`src/rtl/standby_pkg.sv`:
```
`timescale 1ns/1ps
package standby_pkg;

    typedef enum logic [1:0] {
        ST_FREE  = 2'd0,
        ST_WAIT  = 2'd1,
        ST_READY = 2'd2
    } stn_state_e;

    typedef enum logic {
        U_IDLE = 1'b0,
        U_BUSY = 1'b1
    } unit_state_e;

endpackage

```
`src/rtl/standby_entry.sv`:
```
`timescale 1ns/1ps
module standby_entry
    import standby_pkg::*;
#(
    parameter int TAG_W  = 5,
    parameter int DATA_W = 16,
    parameter int THR_W  = 2
) (
    input  logic              clk,
    input  logic              rst_n,
    input  logic              alloc_en,
    input  logic [THR_W-1:0]  alloc_thread,
    input  logic [TAG_W-1:0]  alloc_dst,
    input  logic              alloc_a_rdy,
    input  logic [TAG_W-1:0]  alloc_a_tag,
    input  logic [DATA_W-1:0] alloc_a_val,
    input  logic              alloc_b_rdy,
    input  logic [TAG_W-1:0]  alloc_b_tag,
    input  logic [DATA_W-1:0] alloc_b_val,
    input  logic              bcast_valid,
    input  logic [TAG_W-1:0]  bcast_tag,
    input  logic [DATA_W-1:0] bcast_val,
    input  logic              grant,
    output logic              valid,
    output logic              ready,
    output logic [THR_W-1:0]  thread,
    output logic [TAG_W-1:0]  dst,
    output logic [DATA_W-1:0] a_val,
    output logic [DATA_W-1:0] b_val
);

    stn_state_e        state_q, state_d;
    logic              a_rdy_q, b_rdy_q;
    logic [TAG_W-1:0]  a_tag_q, b_tag_q;
    logic [DATA_W-1:0] a_val_q, b_val_q;
    logic [THR_W-1:0]  thr_q;
    logic [TAG_W-1:0]  dst_q;

    // capture at allocation time (same-cycle broadcast)
    logic a_hit_new, b_hit_new, new_ready;
    // capture while waiting
    logic a_hit_old, b_hit_old, a_now, b_now;

    always_comb begin
        a_hit_new = !alloc_a_rdy && bcast_valid && (bcast_tag == alloc_a_tag);
        b_hit_new = !alloc_b_rdy && bcast_valid && (bcast_tag == alloc_b_tag);
        new_ready = (alloc_a_rdy || a_hit_new) && (alloc_b_rdy || b_hit_new);
        a_hit_old = !a_rdy_q && bcast_valid && (bcast_tag == a_tag_q);
        b_hit_old = !b_rdy_q && bcast_valid && (bcast_tag == b_tag_q);
        a_now     = a_rdy_q || a_hit_old;
        b_now     = b_rdy_q || b_hit_old;
    end

    // next-state logic
    always_comb begin
        state_d = state_q;
        unique case (state_q)
            ST_FREE: begin
                if (alloc_en) state_d = new_ready ? ST_READY : ST_WAIT;
            end
            ST_WAIT: begin
                if (a_now && b_now) state_d = ST_READY;
            end
            ST_READY: begin
                if (grant) begin
                    if (alloc_en) state_d = new_ready ? ST_READY : ST_WAIT;
                    else          state_d = ST_FREE;
                end
            end
            default: state_d = ST_FREE;
        endcase
    end

    // state register
    always_ff @(posedge clk) begin
        if (!rst_n) state_q <= ST_FREE;
        else        state_q <= state_d;
    end

    // operand and payload storage
    always_ff @(posedge clk) begin
        if (!rst_n) begin
            a_rdy_q <= 1'b0;
            b_rdy_q <= 1'b0;
            a_tag_q <= '0;
            b_tag_q <= '0;
            a_val_q <= '0;
            b_val_q <= '0;
            thr_q   <= '0;
            dst_q   <= '0;
        end else if (alloc_en) begin
            thr_q   <= alloc_thread;
            dst_q   <= alloc_dst;
            a_tag_q <= alloc_a_tag;
            b_tag_q <= alloc_b_tag;
            a_rdy_q <= alloc_a_rdy || a_hit_new;
            b_rdy_q <= alloc_b_rdy || b_hit_new;
            a_val_q <= a_hit_new ? bcast_val : alloc_a_val;
            b_val_q <= b_hit_new ? bcast_val : alloc_b_val;
        end else if (state_q == ST_WAIT) begin
            if (a_hit_old) begin
                a_rdy_q <= 1'b1;
                a_val_q <= bcast_val;
            end
            if (b_hit_old) begin
                b_rdy_q <= 1'b1;
                b_val_q <= bcast_val;
            end
        end
    end

    // outputs
    always_comb begin
        valid  = (state_q != ST_FREE);
        ready  = (state_q == ST_READY);
        thread = thr_q;
        dst    = dst_q;
        a_val  = a_val_q;
        b_val  = b_val_q;
    end

    // a grant must only reach a station whose operands are all present
    assert_grant_ready_R3: assert property (@(posedge clk) disable iff (!rst_n)
        grant |-> (state_q == ST_READY));

    // refill only into an empty station or one leaving this cycle
    assert_alloc_slot_R6: assert property (@(posedge clk) disable iff (!rst_n)
        alloc_en |-> ((state_q == ST_FREE) || grant));

endmodule

```
`src/rtl/standby_rr.sv`:
```
`timescale 1ns/1ps
module standby_rr #(
    parameter int NUM_THREADS = 4,
    parameter int THR_W       = 2
) (
    input  logic                   clk,
    input  logic                   rst_n,
    input  logic [NUM_THREADS-1:0] req,
    input  logic                   enable,
    output logic                   grant_any,
    output logic [THR_W-1:0]       grant_thr
);

    logic [THR_W-1:0] ptr_q;
    logic             found;

    always_comb begin
        int idx;
        found     = 1'b0;
        grant_thr = '0;
        for (int off = 0; off < NUM_THREADS; off++) begin
            idx = int'(ptr_q) + off;
            if (idx >= NUM_THREADS) idx = idx - NUM_THREADS;
            if (!found && req[idx]) begin
                found     = 1'b1;
                grant_thr = THR_W'(idx);
            end
        end
        grant_any = enable && found;
    end

    always_ff @(posedge clk) begin
        if (!rst_n) begin
            ptr_q <= '0;
        end else if (grant_any) begin
            if (grant_thr == THR_W'(NUM_THREADS - 1)) ptr_q <= '0;
            else                                      ptr_q <= grant_thr + THR_W'(1);
        end
    end

    assert_ptr_hold_R7: assert property (@(posedge clk) disable iff (!rst_n)
        !grant_any |=> $stable(ptr_q));

    assert_grant_req_R7: assert property (@(posedge clk) disable iff (!rst_n)
        grant_any |-> req[grant_thr]);

endmodule

```
`src/rtl/standby_gate.sv`:
```
`timescale 1ns/1ps
module standby_gate
    import standby_pkg::*;
#(
    parameter int UNIT_PIPELINED = 1,
    parameter int UNIT_LATENCY   = 1
) (
    input  logic clk,
    input  logic rst_n,
    input  logic dispatch,
    output logic unit_free
);

    localparam bit BLOCKING = (UNIT_PIPELINED == 0) && (UNIT_LATENCY > 1);
    localparam int CNT_W    = $clog2(UNIT_LATENCY + 1);

    unit_state_e      state_q, state_d;
    logic [CNT_W-1:0] cnt_q;

    always_comb begin
        state_d = state_q;
        unique case (state_q)
            U_IDLE: if (dispatch && BLOCKING) state_d = U_BUSY;
            U_BUSY: if (cnt_q == CNT_W'(1))   state_d = U_IDLE;
            default: state_d = U_IDLE;
        endcase
    end

    always_ff @(posedge clk) begin
        if (!rst_n) begin
            state_q <= U_IDLE;
            cnt_q   <= '0;
        end else begin
            state_q <= state_d;
            if (state_q == U_IDLE && dispatch) cnt_q <= CNT_W'(UNIT_LATENCY - 1);
            else if (state_q == U_BUSY)        cnt_q <= cnt_q - CNT_W'(1);
        end
    end

    always_comb unit_free = (state_q == U_IDLE);

    assert_busy_no_dispatch_R9: assert property (@(posedge clk) disable iff (!rst_n)
        (state_q == U_BUSY) |-> !dispatch);

endmodule

```
`src/rtl/standby_bank.sv`:
```
`timescale 1ns/1ps
module standby_bank #(
    parameter int NUM_THREADS    = 4,
    parameter int NUM_STATIONS   = 2,
    parameter int TAG_W          = 5,
    parameter int DATA_W         = 16,
    parameter int UNIT_PIPELINED = 1,
    parameter int UNIT_LATENCY   = 1,
    parameter int IS_MEMORY      = 0,
    localparam int THR_W = (NUM_THREADS > 1) ? $clog2(NUM_THREADS) : 1
) (
    input  logic                   clk,
    input  logic                   rst_n,
    input  logic                   alloc_valid,
    input  logic [THR_W-1:0]       alloc_thread,
    input  logic [TAG_W-1:0]       alloc_dst,
    input  logic                   alloc_a_rdy,
    input  logic [TAG_W-1:0]       alloc_a_tag,
    input  logic [DATA_W-1:0]      alloc_a_val,
    input  logic                   alloc_b_rdy,
    input  logic [TAG_W-1:0]       alloc_b_tag,
    input  logic [DATA_W-1:0]      alloc_b_val,
    input  logic [NUM_THREADS-1:0] peer_mem_pending,
    output logic                   alloc_accept,
    output logic                   stations_full,
    output logic [NUM_THREADS-1:0] mem_pending,
    input  logic                   bcast_valid,
    input  logic [TAG_W-1:0]       bcast_tag,
    input  logic [DATA_W-1:0]      bcast_val,
    output logic                   issue_valid,
    output logic [THR_W-1:0]       issue_thread,
    output logic [TAG_W-1:0]       issue_dst,
    output logic [DATA_W-1:0]      issue_a,
    output logic [DATA_W-1:0]      issue_b
);

    logic [NUM_STATIONS-1:0] stn_valid, stn_ready, eligible, grant_vec, free_slot, alloc_vec;
    logic [THR_W-1:0]        stn_thr [NUM_STATIONS];
    logic [TAG_W-1:0]        stn_dst [NUM_STATIONS];
    logic [DATA_W-1:0]       stn_a   [NUM_STATIONS];
    logic [DATA_W-1:0]       stn_b   [NUM_STATIONS];
    // older_q[j][i] = station j was allocated before station i
    logic [NUM_STATIONS-1:0] older_q [NUM_STATIONS];

    logic [NUM_THREADS-1:0]  thread_req;
    logic                    grant_any, unit_free, order_block;
    logic [THR_W-1:0]        grant_thr;

    // station array
    for (genvar i = 0; i < NUM_STATIONS; i++) begin : g_stn
        standby_entry #(.TAG_W(TAG_W), .DATA_W(DATA_W), .THR_W(THR_W)) u_entry (
            .clk         (clk),
            .rst_n       (rst_n),
            .alloc_en    (alloc_vec[i]),
            .alloc_thread(alloc_thread),
            .alloc_dst   (alloc_dst),
            .alloc_a_rdy (alloc_a_rdy),
            .alloc_a_tag (alloc_a_tag),
            .alloc_a_val (alloc_a_val),
            .alloc_b_rdy (alloc_b_rdy),
            .alloc_b_tag (alloc_b_tag),
            .alloc_b_val (alloc_b_val),
            .bcast_valid (bcast_valid),
            .bcast_tag   (bcast_tag),
            .bcast_val   (bcast_val),
            .grant       (grant_vec[i]),
            .valid       (stn_valid[i]),
            .ready       (stn_ready[i]),
            .thread      (stn_thr[i]),
            .dst         (stn_dst[i]),
            .a_val       (stn_a[i]),
            .b_val       (stn_b[i])
        );
    end

    // per-thread ordering: oldest ready (default) or oldest held (memory)
    always_comb begin
        logic blk;
        eligible = '0;
        for (int i = 0; i < NUM_STATIONS; i++) begin
            blk = 1'b0;
            for (int j = 0; j < NUM_STATIONS; j++) begin
                if (j != i && stn_valid[j] && (stn_thr[j] == stn_thr[i]) &&
                    older_q[j][i] && ((IS_MEMORY != 0) || stn_ready[j]))
                    blk = 1'b1;
            end
            eligible[i] = stn_ready[i] && !blk;
        end
    end

    always_comb begin
        thread_req = '0;
        for (int i = 0; i < NUM_STATIONS; i++)
            if (eligible[i]) thread_req[stn_thr[i]] = 1'b1;
    end

    standby_rr #(.NUM_THREADS(NUM_THREADS), .THR_W(THR_W)) u_rr (
        .clk      (clk),
        .rst_n    (rst_n),
        .req      (thread_req),
        .enable   (unit_free),
        .grant_any(grant_any),
        .grant_thr(grant_thr)
    );

    standby_gate #(.UNIT_PIPELINED(UNIT_PIPELINED), .UNIT_LATENCY(UNIT_LATENCY)) u_gate (
        .clk      (clk),
        .rst_n    (rst_n),
        .dispatch (grant_any),
        .unit_free(unit_free)
    );

    // grant and issue mux
    always_comb begin
        issue_thread = '0;
        issue_dst    = '0;
        issue_a      = '0;
        issue_b      = '0;
        for (int i = 0; i < NUM_STATIONS; i++) begin
            grant_vec[i] = grant_any && eligible[i] && (stn_thr[i] == grant_thr);
            if (grant_vec[i]) begin
                issue_thread = issue_thread | stn_thr[i];
                issue_dst    = issue_dst    | stn_dst[i];
                issue_a      = issue_a      | stn_a[i];
                issue_b      = issue_b      | stn_b[i];
            end
        end
        issue_valid = grant_any;
    end

    // allocation and backpressure
    always_comb begin
        logic found;
        free_slot     = ~stn_valid | grant_vec;
        stations_full = ~|free_slot;
        order_block   = (IS_MEMORY != 0) && peer_mem_pending[alloc_thread];
        alloc_accept  = alloc_valid && !stations_full && !order_block;
        alloc_vec     = '0;
        found         = 1'b0;
        for (int i = 0; i < NUM_STATIONS; i++) begin
            if (!found && free_slot[i] && alloc_accept) begin
                alloc_vec[i] = 1'b1;
                found        = 1'b1;
            end
        end
    end

    // age matrix
    always_ff @(posedge clk) begin
        if (!rst_n) begin
            for (int i = 0; i < NUM_STATIONS; i++) older_q[i] <= '0;
        end else begin
            for (int k = 0; k < NUM_STATIONS; k++) begin
                if (alloc_vec[k]) begin
                    for (int i = 0; i < NUM_STATIONS; i++) begin
                        if (i != k) begin
                            older_q[i][k] <= stn_valid[i] && !grant_vec[i];
                            older_q[k][i] <= 1'b0;
                        end
                    end
                end
            end
        end
    end

    always_comb begin
        mem_pending = '0;
        for (int i = 0; i < NUM_STATIONS; i++)
            if (stn_valid[i]) mem_pending[stn_thr[i]] = 1'b1;
    end

    assert_one_grant_R12: assert property (@(posedge clk) disable iff (!rst_n)
        $onehot0(grant_vec));

    assert_full_stall_R5: assert property (@(posedge clk) disable iff (!rst_n)
        stations_full |-> !alloc_accept);

    assert_peer_block_R11: assert property (@(posedge clk) disable iff (!rst_n)
        ((IS_MEMORY != 0) && alloc_valid && peer_mem_pending[alloc_thread]) |-> !alloc_accept);

    assert_issue_thread_R7: assert property (@(posedge clk) disable iff (!rst_n)
        issue_valid |-> mem_pending[issue_thread]);

endmodule

```
`config.mk`:
```
export PLATFORM = sky130hd
export DESIGN_NAME = standby_bank
export DESIGN_NICKNAME = d
export VERILOG_FILES = /design/src/rtl/standby_pkg.sv /design/src/rtl/standby_entry.sv /design/src/rtl/standby_rr.sv /design/src/rtl/standby_gate.sv /design/src/rtl/standby_bank.sv
export SDC_FILE = /design/constraint.sdc
export NUM_CORES = 1
export LEC_CHECK = 0
export ABC_AREA = 1
export BUFFER_PORTS_ARGS = -buffer_cell sky130_fd_sc_hd__buf_2
export CAP_MARGIN = 30
export CORE_MARGIN = 1.5
export CORE_UTILIZATION = 28
export CTS_CLUSTER_DIAMETER = 60
export DETAILED_ROUTE_END_ITERATION = 8
export GPL_TIMING_DRIVEN = 0
export PLACE_DENSITY = 0.52
export SLEW_MARGIN = 20
export SYNTH_ARGS = -nofsm -noshare
export SYNTH_HDL_FRONTEND = slang
export SYNTH_HIERARCHICAL = 1
export SYNTH_SLANG_ARGS = --single-unit
```
`constraint.sdc`:
```
create_clock -name clk -period 9.51 [get_ports clk]
set_input_delay 0.4755 -clock clk [delete_from_list [all_inputs] [get_ports clk]]
set_output_delay 0.4755 -clock clk [all_outputs]
set_load 0.005 [all_outputs]
```
==> impl_metrics.env, run 1 <==
export IMPL_outcome="finished, final reports clean"
export IMPL_seq_area_frac_synth_pct=34.2
export IMPL_wire_per_inst_um=15.8
export IMPL_die_y_um=157
export IMPL_drc=0
export IMPL_grt_total_usage_pct=20.1
export IMPL_rows=56
export IMPL_slowest_stage="clkbuf_1"
export IMPL_ys_top_cells_by_count="nand2_1 (356), o21ai_0 (151), inv_1 (115)"
export IMPL_crit_path_frequent_cell="nand2_1"
export IMPL_core_um2=23300
export IMPL_rsz0062_at_grt="no"
export IMPL_grt_first_pass_wirelength_mm=37.7
export IMPL_crit_fanout=10
export IMPL_path_clk_slew_ps=70
export IMPL_max_slew_margin_pct=49.1
export IMPL_clk_latency_ps=370
export IMPL_dp_hpwl_mm=18.2
export IMPL_num_antenna_cells=0
export IMPL_fin_crit_sh_pct=47.9
export IMPL_avgSynthCellArea_um2=6.14
export IMPL_start_kind="register"
export IMPL_grt_pass1_vias=6849
export IMPL_yosys_warnings=6
export IMPL_hold_path_class="in -> reg"
export IMPL_postPlaceCellArea_um2=7620
export IMPL_dp_cells=1517
export IMPL_slew_viol_final=0
export IMPL_dr_first_iter_drc_count=514
export IMPL_fin_nets=1290
export IMPL_crit_type="reg -> reg"
export IMPL_syn_to_final_growth_pct=19.5
export IMPL_portBuffers=121
export IMPL_irDropWorstVdd_uv=103
export IMPL_total_power_mw=2.13
export IMPL_synth_nets=1158
export IMPL_stdcell_area_um2=7910
export IMPL_cts_tree="yes"
export IMPL_leakage_nw=4.02
export IMPL_cts_root_buffer="clkbuf_16"
export IMPL_hold_depth=3
export IMPL_synth_cells=1077
export IMPL_max_cap_violations=0
export IMPL_ant_nets=0
export IMPL_hold_buffers=0
export IMPL_cp_arrival_ps=4810
export IMPL_routed_via_density=4.74
export IMPL_r2r_cells=31
export IMPL_vias=7269
export IMPL_min_period_ps=4560
export IMPL_grt_max_degree=18
export IMPL_dieArea_um2=24600
export IMPL_antenna_found_initial=1
export IMPL_gp_congestion=0.913
export IMPL_setup_violations=0
export IMPL_crit_path_end_kind="register"
export IMPL_ctsResizeCount=0
export IMPL_cpPeakStageDelay_ps=380
export IMPL_worst_pin_slew_ps=764
export IMPL_clock_sinks=112
export IMPL_final_cells=1532
export IMPL_power_density_nw_per_um2=269
export IMPL_async_flop_share_pct=0
export IMPL_synth_distinct_cells=32
export IMPL_initial_utilization_pct=28.4
export IMPL_fin_skew_ps=8.87
export IMPL_synth_top_area_cell="dfxtp_1"
export IMPL_synth_area_um2=6620
export IMPL_ios=126
export IMPL_h_tree_depth=3
export IMPL_fmax_ghz=0.219
export IMPL_clk_path_buf_depth=2
export IMPL_final_setup_tns_ps=0
export IMPL_yosysTopAreaCellShare_pct=33.3
export IMPL_synth_area_leaders="dfxtp_1 (33%), nand2_1 (20%), o21ai_0 (11%)"
export IMPL_cts_buffers=9
export IMPL_crit_required_ps=9760
export IMPL_synth_enable_flop_cells=2
export IMPL_yosys_most_used_dff="dfxtp_1"
export IMPL_die_x_um=157
export IMPL_synth_seq_cells=112
export IMPL_firstDrtPassIters=5
export IMPL_routed_wl_mm=24.2
export IMPL_cts_setup_buffers=0
export IMPL_drive_above_1_share_pct=17.9
export IMPL_grt_overflow=0
export IMPL_synth_most_common_cell="nand2_1"
export IMPL_hold_violations=0
cell usage in the layout (no fill, tap or decap), types with 3 or more instances in the layout:
master	n
nand2_1	356
o21ai_0	151
buf_2	133
inv_1	115
dfxtp_1	110
a21oi_1	89
nor2_1	88
nand3_1	34
inv_2	20
clkbuf_1	19
buf_6	16
nand2_2	10
clkbuf_16	9
nand3_2	7
o21ai_1	7
o211ai_1	6
buf_4	5
a31oi_1	5
o22ai_1	4
o32ai_1	4
o21ai_2	3
where the power goes:
group	leakage (nW)	internal [mW]	switching [mW]	total (mW)
logic	2.95	0.334	0.684	1.02
registers	0.928	0.631	0.0821	0.713
clock network	0.143	0.204	0.192	0.396
through the flow:
stage / worst slack (ps) / util, % / hold slack (ps)
3_5_place_dp: 4980 / 32.7 / 458
4_1_cts: 4950 / 33.9 / 348
5_1_grt: 4360 / 33.9 / 360
2_1_floorplan: 6040 / - / 426
3_3_place_gp: 5090 / 32.7 / 443
6_report: 4950 / 33.9 / 354
sequential cells by signal (all words and copies together), names as in the netlist:
signal	flops
g_stn.u_entry/a_val	32
g_stn.u_entry/b_val	32
g_stn.u_entry/a_tag_q	10
g_stn.u_entry/b_tag_q	10
g_stn.u_entry/dst	10
g_stn.u_entry/state_q	4
g_stn.u_entry/thread	4
g_stn.u_entry/a_rdy_q	2
g_stn.u_entry/b_rdy_q	2
older_q	2
u_rr/ptr_q	2
u_gate/cnt_q	1
u_gate/state_q	1
final timing paths:
| path | startpoint | endpoint | slack, ps |
|---|---|---|---|
| min reg2reg | u_gate/state_q$_SDFF_PN0_ | u_gate/state_q$_SDFF_PN0_ | 470 |
| max reg2reg | g_stn[0].u_entry/state_q[1]$_SDFFE_PN0P_ | g_stn[1].u_entry/b_val[2]$_SDFFE_PN0P_ | 4950 |
| max | g_stn[0].u_entry/state_q[1]$_SDFFE_PN0P_ | g_stn[1].u_entry/b_val[2]$_SDFFE_PN0P_ | 4950 |
| min | alloc_dst[2] | g_stn[1].u_entry/dst[2]$_SDFFE_PN0P_ | 350 |
cells by family after synthesis:
| logic type | after synthesis | share of synthesized area (%) |
|---|---|---|
| xor gates and xnor gates | 2 | 0.265 |
| adders and majority gates | 1 | 0.189 |
| AOI/OAI and AO/OA | 272 | 21.8 |
| DFF | 112 | 34.2 |
| buffers and inverters | 188 | 13.0 |
| and+or+nand+nor | 502 | 30.6 |
final cells by class:
class / count / area [um^2]
Fill cell: 2676 / 15400
Buffer: 53 / 355
Clock inverter: 5 / 57.6
Tap cell: 319 / 399
Clock buffer: 10 / 229
Multi-Input combinational cell: 777 / 3490
Inverter: 135 / 507
Sequential cell: 112 / 2260
Timing Repair Buffer: 121 / 606
critical path, delay by kind of cell, from the launching register on:
| family | cells | cell delay, ps |
|---|---|---|
| AND/OR/NAND/NOR | 19 | 2010 |
| buffers and inverters | 8 | 1370 |
| flip-flops | 1 | 370 |
| AO/OA/AOI/OAI | 4 | 700 |
per-layer routing:
| layer | track usage [%] | vias to the layer above | routed length (um) |
|---|---|---|---|
| met5 | 0 | - | 13 |
| met4 | 4.44 | 2 | 320 |
| met2 | 32.6 | 221 | 10900 |
| met1 | 27.7 | 3342 | 11500 |
| met3 | 3.74 | 26 | 1430 |
| li1 | - | 3678 | - |
Power figures use the tool's default switching activity.
==> inputs of run 2 (changes only) <==
==> constraint.sdc (replaced) <==
create_clock -name clk -period 4.5 [get_ports clk]
set_input_delay 0.225 -clock clk [delete_from_list [all_inputs] [get_ports clk]]
set_output_delay 0.225 -clock clk [all_outputs]
set_load 0.005 [all_outputs]
==> run 2 against run 1 <==
Sequential cell count stayed put. Largest power group unchanged. Clock skew hardly changed. Largest cell class unchanged. Clock power is 110% higher. Critical path depth is 1 lower. Global-route usage stayed put. Critical path type unchanged. Combinational power is 120% higher. Die area stayed put. Core utilization is 0.20 points higher. Total power is 110% higher. Non-clock buffer count is 1 higher. Design area is 0.59% higher. Cell count hardly changed.
==> impl_metrics.env, run 2 (synthesis results as in run 1) <==
export IMPL_dp_hpwl_mm=18.2
export IMPL_die_y_um=157
export IMPL_final_common_cell="nand2_1"
export IMPL_core_um2=23300
export IMPL_syn_to_final_growth_pct=20.2
export IMPL_crit_path_end_kind="register"
export IMPL_clock_sinks=112
export IMPL_grt_pass1_vias=6849
export IMPL_fin_nets=1291
export IMPL_hold_path_class="in -> reg"
export IMPL_ant_nets=0
export IMPL_drive_above_1_share_pct=18.6
export IMPL_routed_via_density=4.71
export IMPL_rsz0062_at_grt="no"
export IMPL_grt_total_usage_pct=20.1
export IMPL_cp_top_family="simple AND/OR/NAND/NOR gates"
export IMPL_max_cap_violations=0
export IMPL_dieArea_um2=24600
export IMPL_path_clk_slew_ps=80
export IMPL_total_power_mw=4.55
export IMPL_fin_skew_ps=9.26
export IMPL_final_cells=1533
export IMPL_num_antenna_cells=0
export IMPL_routed_wl_mm=24.2
export IMPL_firstDrtPassIters=5
export IMPL_vias=7224
export IMPL_slowest_stage="dfxtp_1"
export IMPL_crit_type="reg -> reg"
export IMPL_grt_overflow=0
export IMPL_clk_latency_ps=360
export IMPL_grt_max_degree=18
export IMPL_cts_tree="yes"
export IMPL_max_slew_margin_pct=48.1
export IMPL_pre_cts_slack_ps=-30.6
export IMPL_ios=126
export IMPL_crit_path_frequent_cell="nand2_1"
export IMPL_hold_buffers=0
export IMPL_gp_congestion=0.913
export IMPL_power_density_nw_per_um2=572
export IMPL_final_core_util_pct=34.1
export IMPL_start_kind="register"
export IMPL_setup_violations=0
export IMPL_dp_cells=1517
export IMPL_die_x_um=157
export IMPL_final_cell_mix="nand2_1 (355), o21ai_0 (148), buf_2 (133)"
export IMPL_fin_crit_sh_pct=89.8
export IMPL_hold_violations=0
export IMPL_cp_num_buf_inv=9
export IMPL_outcome="finished, final reports clean"
export IMPL_min_period_ps=4040
export IMPL_cts_root_buffer="clkbuf_16"
export IMPL_worst_pin_slew_ps=779
export IMPL_fmax_ghz=0.248
export IMPL_wire_per_inst_um=15.8
export IMPL_clk_path_buf_depth=2
export IMPL_cpPeakStageDelay_ps=340
export IMPL_grt_first_pass_wirelength_mm=37.7
export IMPL_slew_viol_final=0
export IMPL_leakage_nw=4.04
export IMPL_dr_first_iter_drc_count=509
export IMPL_crit_required_ps=4750
export IMPL_cts_buffers=9
export IMPL_portBuffers=121
export IMPL_crit_fanout=10
export IMPL_h_tree_depth=3
export IMPL_fin_ws_ps=460
export IMPL_cp_arrival_ps=4290
export IMPL_antenna_found_initial=1
export IMPL_initial_utilization_pct=28.4
export IMPL_drc=0
export IMPL_irDropWorstVdd_uv=216
export IMPL_rows=56
-- run 2: layout make-up --
class	count	area [um^2]
fill	2668	15400
multi-input combinational	777	3520
sequential	112	2260
timing repair buffer	123	621
inverter	135	510
tap	319	399
buffer	52	360
clock buffer	10	229
clock inverter	5	57.6
-- run 2: final timing paths --
path / startpoint / to / slack (ps) / cells past startpoint
setup / recovery: g_stn[0].u_entry/state_q[0]$_SDFFE_PN0P_ / g_stn[1].u_entry/b_val[5]$_SDFFE_PN0P_ / 460 / 30
hold / removal: alloc_dst[2] / g_stn[1].u_entry/dst[2]$_SDFFE_PN0P_ / 100 / 3
setup reg to reg: g_stn[0].u_entry/state_q[0]$_SDFFE_PN0P_ / g_stn[1].u_entry/b_val[5]$_SDFFE_PN0P_ / 460 / 30
hold reg to reg: u_gate/state_q$_SDFF_PN0_ / u_gate/state_q$_SDFF_PN0_ / 470 / 2
-- run 2: power breakdown --
| part | leakage [nW] | internal [mW] | total [mW] | switching [mW] |
|---|---|---|---|---|
| logic | 2.97 | 0.735 | 2.21 | 1.47 |
| clock network | 0.143 | 0.432 | 0.835 | 0.403 |
| registers | 0.928 | 1.33 | 1.51 | 0.173 |
-- run 2: per-stage QoR --
stage               setup TNS [ps]  hold slack [ps]  cell area (um^2)
floorplan                        0              346              6620
global placement                 0              443              7620
detailed placement           -84.1              458              7620
CTS                              0             97.4              7910
global route                     0              110              7960
finish                           0              104              7960
-- run 2: worst register-to-register path: cells and delay by family, from the launching register on --
family | cells | cell delay, ps
flip-flops | 1 | 340
buffers and inverters | 9 | 1230
AND/OR/NAND/NOR | 17 | 1690
AO/OA/AOI/OAI | 4 | 670
-- run 2: what timing repair did --
item,4_1_cts,5_1_grt
gates resized for setup,1,15
buffers inserted,0,2
cloned,0,0
endpoints found under the setup margin,6,128
-- run 2: routing by layer --
metal | vias up | wire length (um) | global-route usage (%)
met4 | 2 | 329 | 4.44
met3 | 24 | 1330 | 3.74
met1 | 3314 | 11500 | 27.7
met2 | 206 | 11000 | 32.6
li1 | 3678 | - | -
met5 | - | 13 | 0
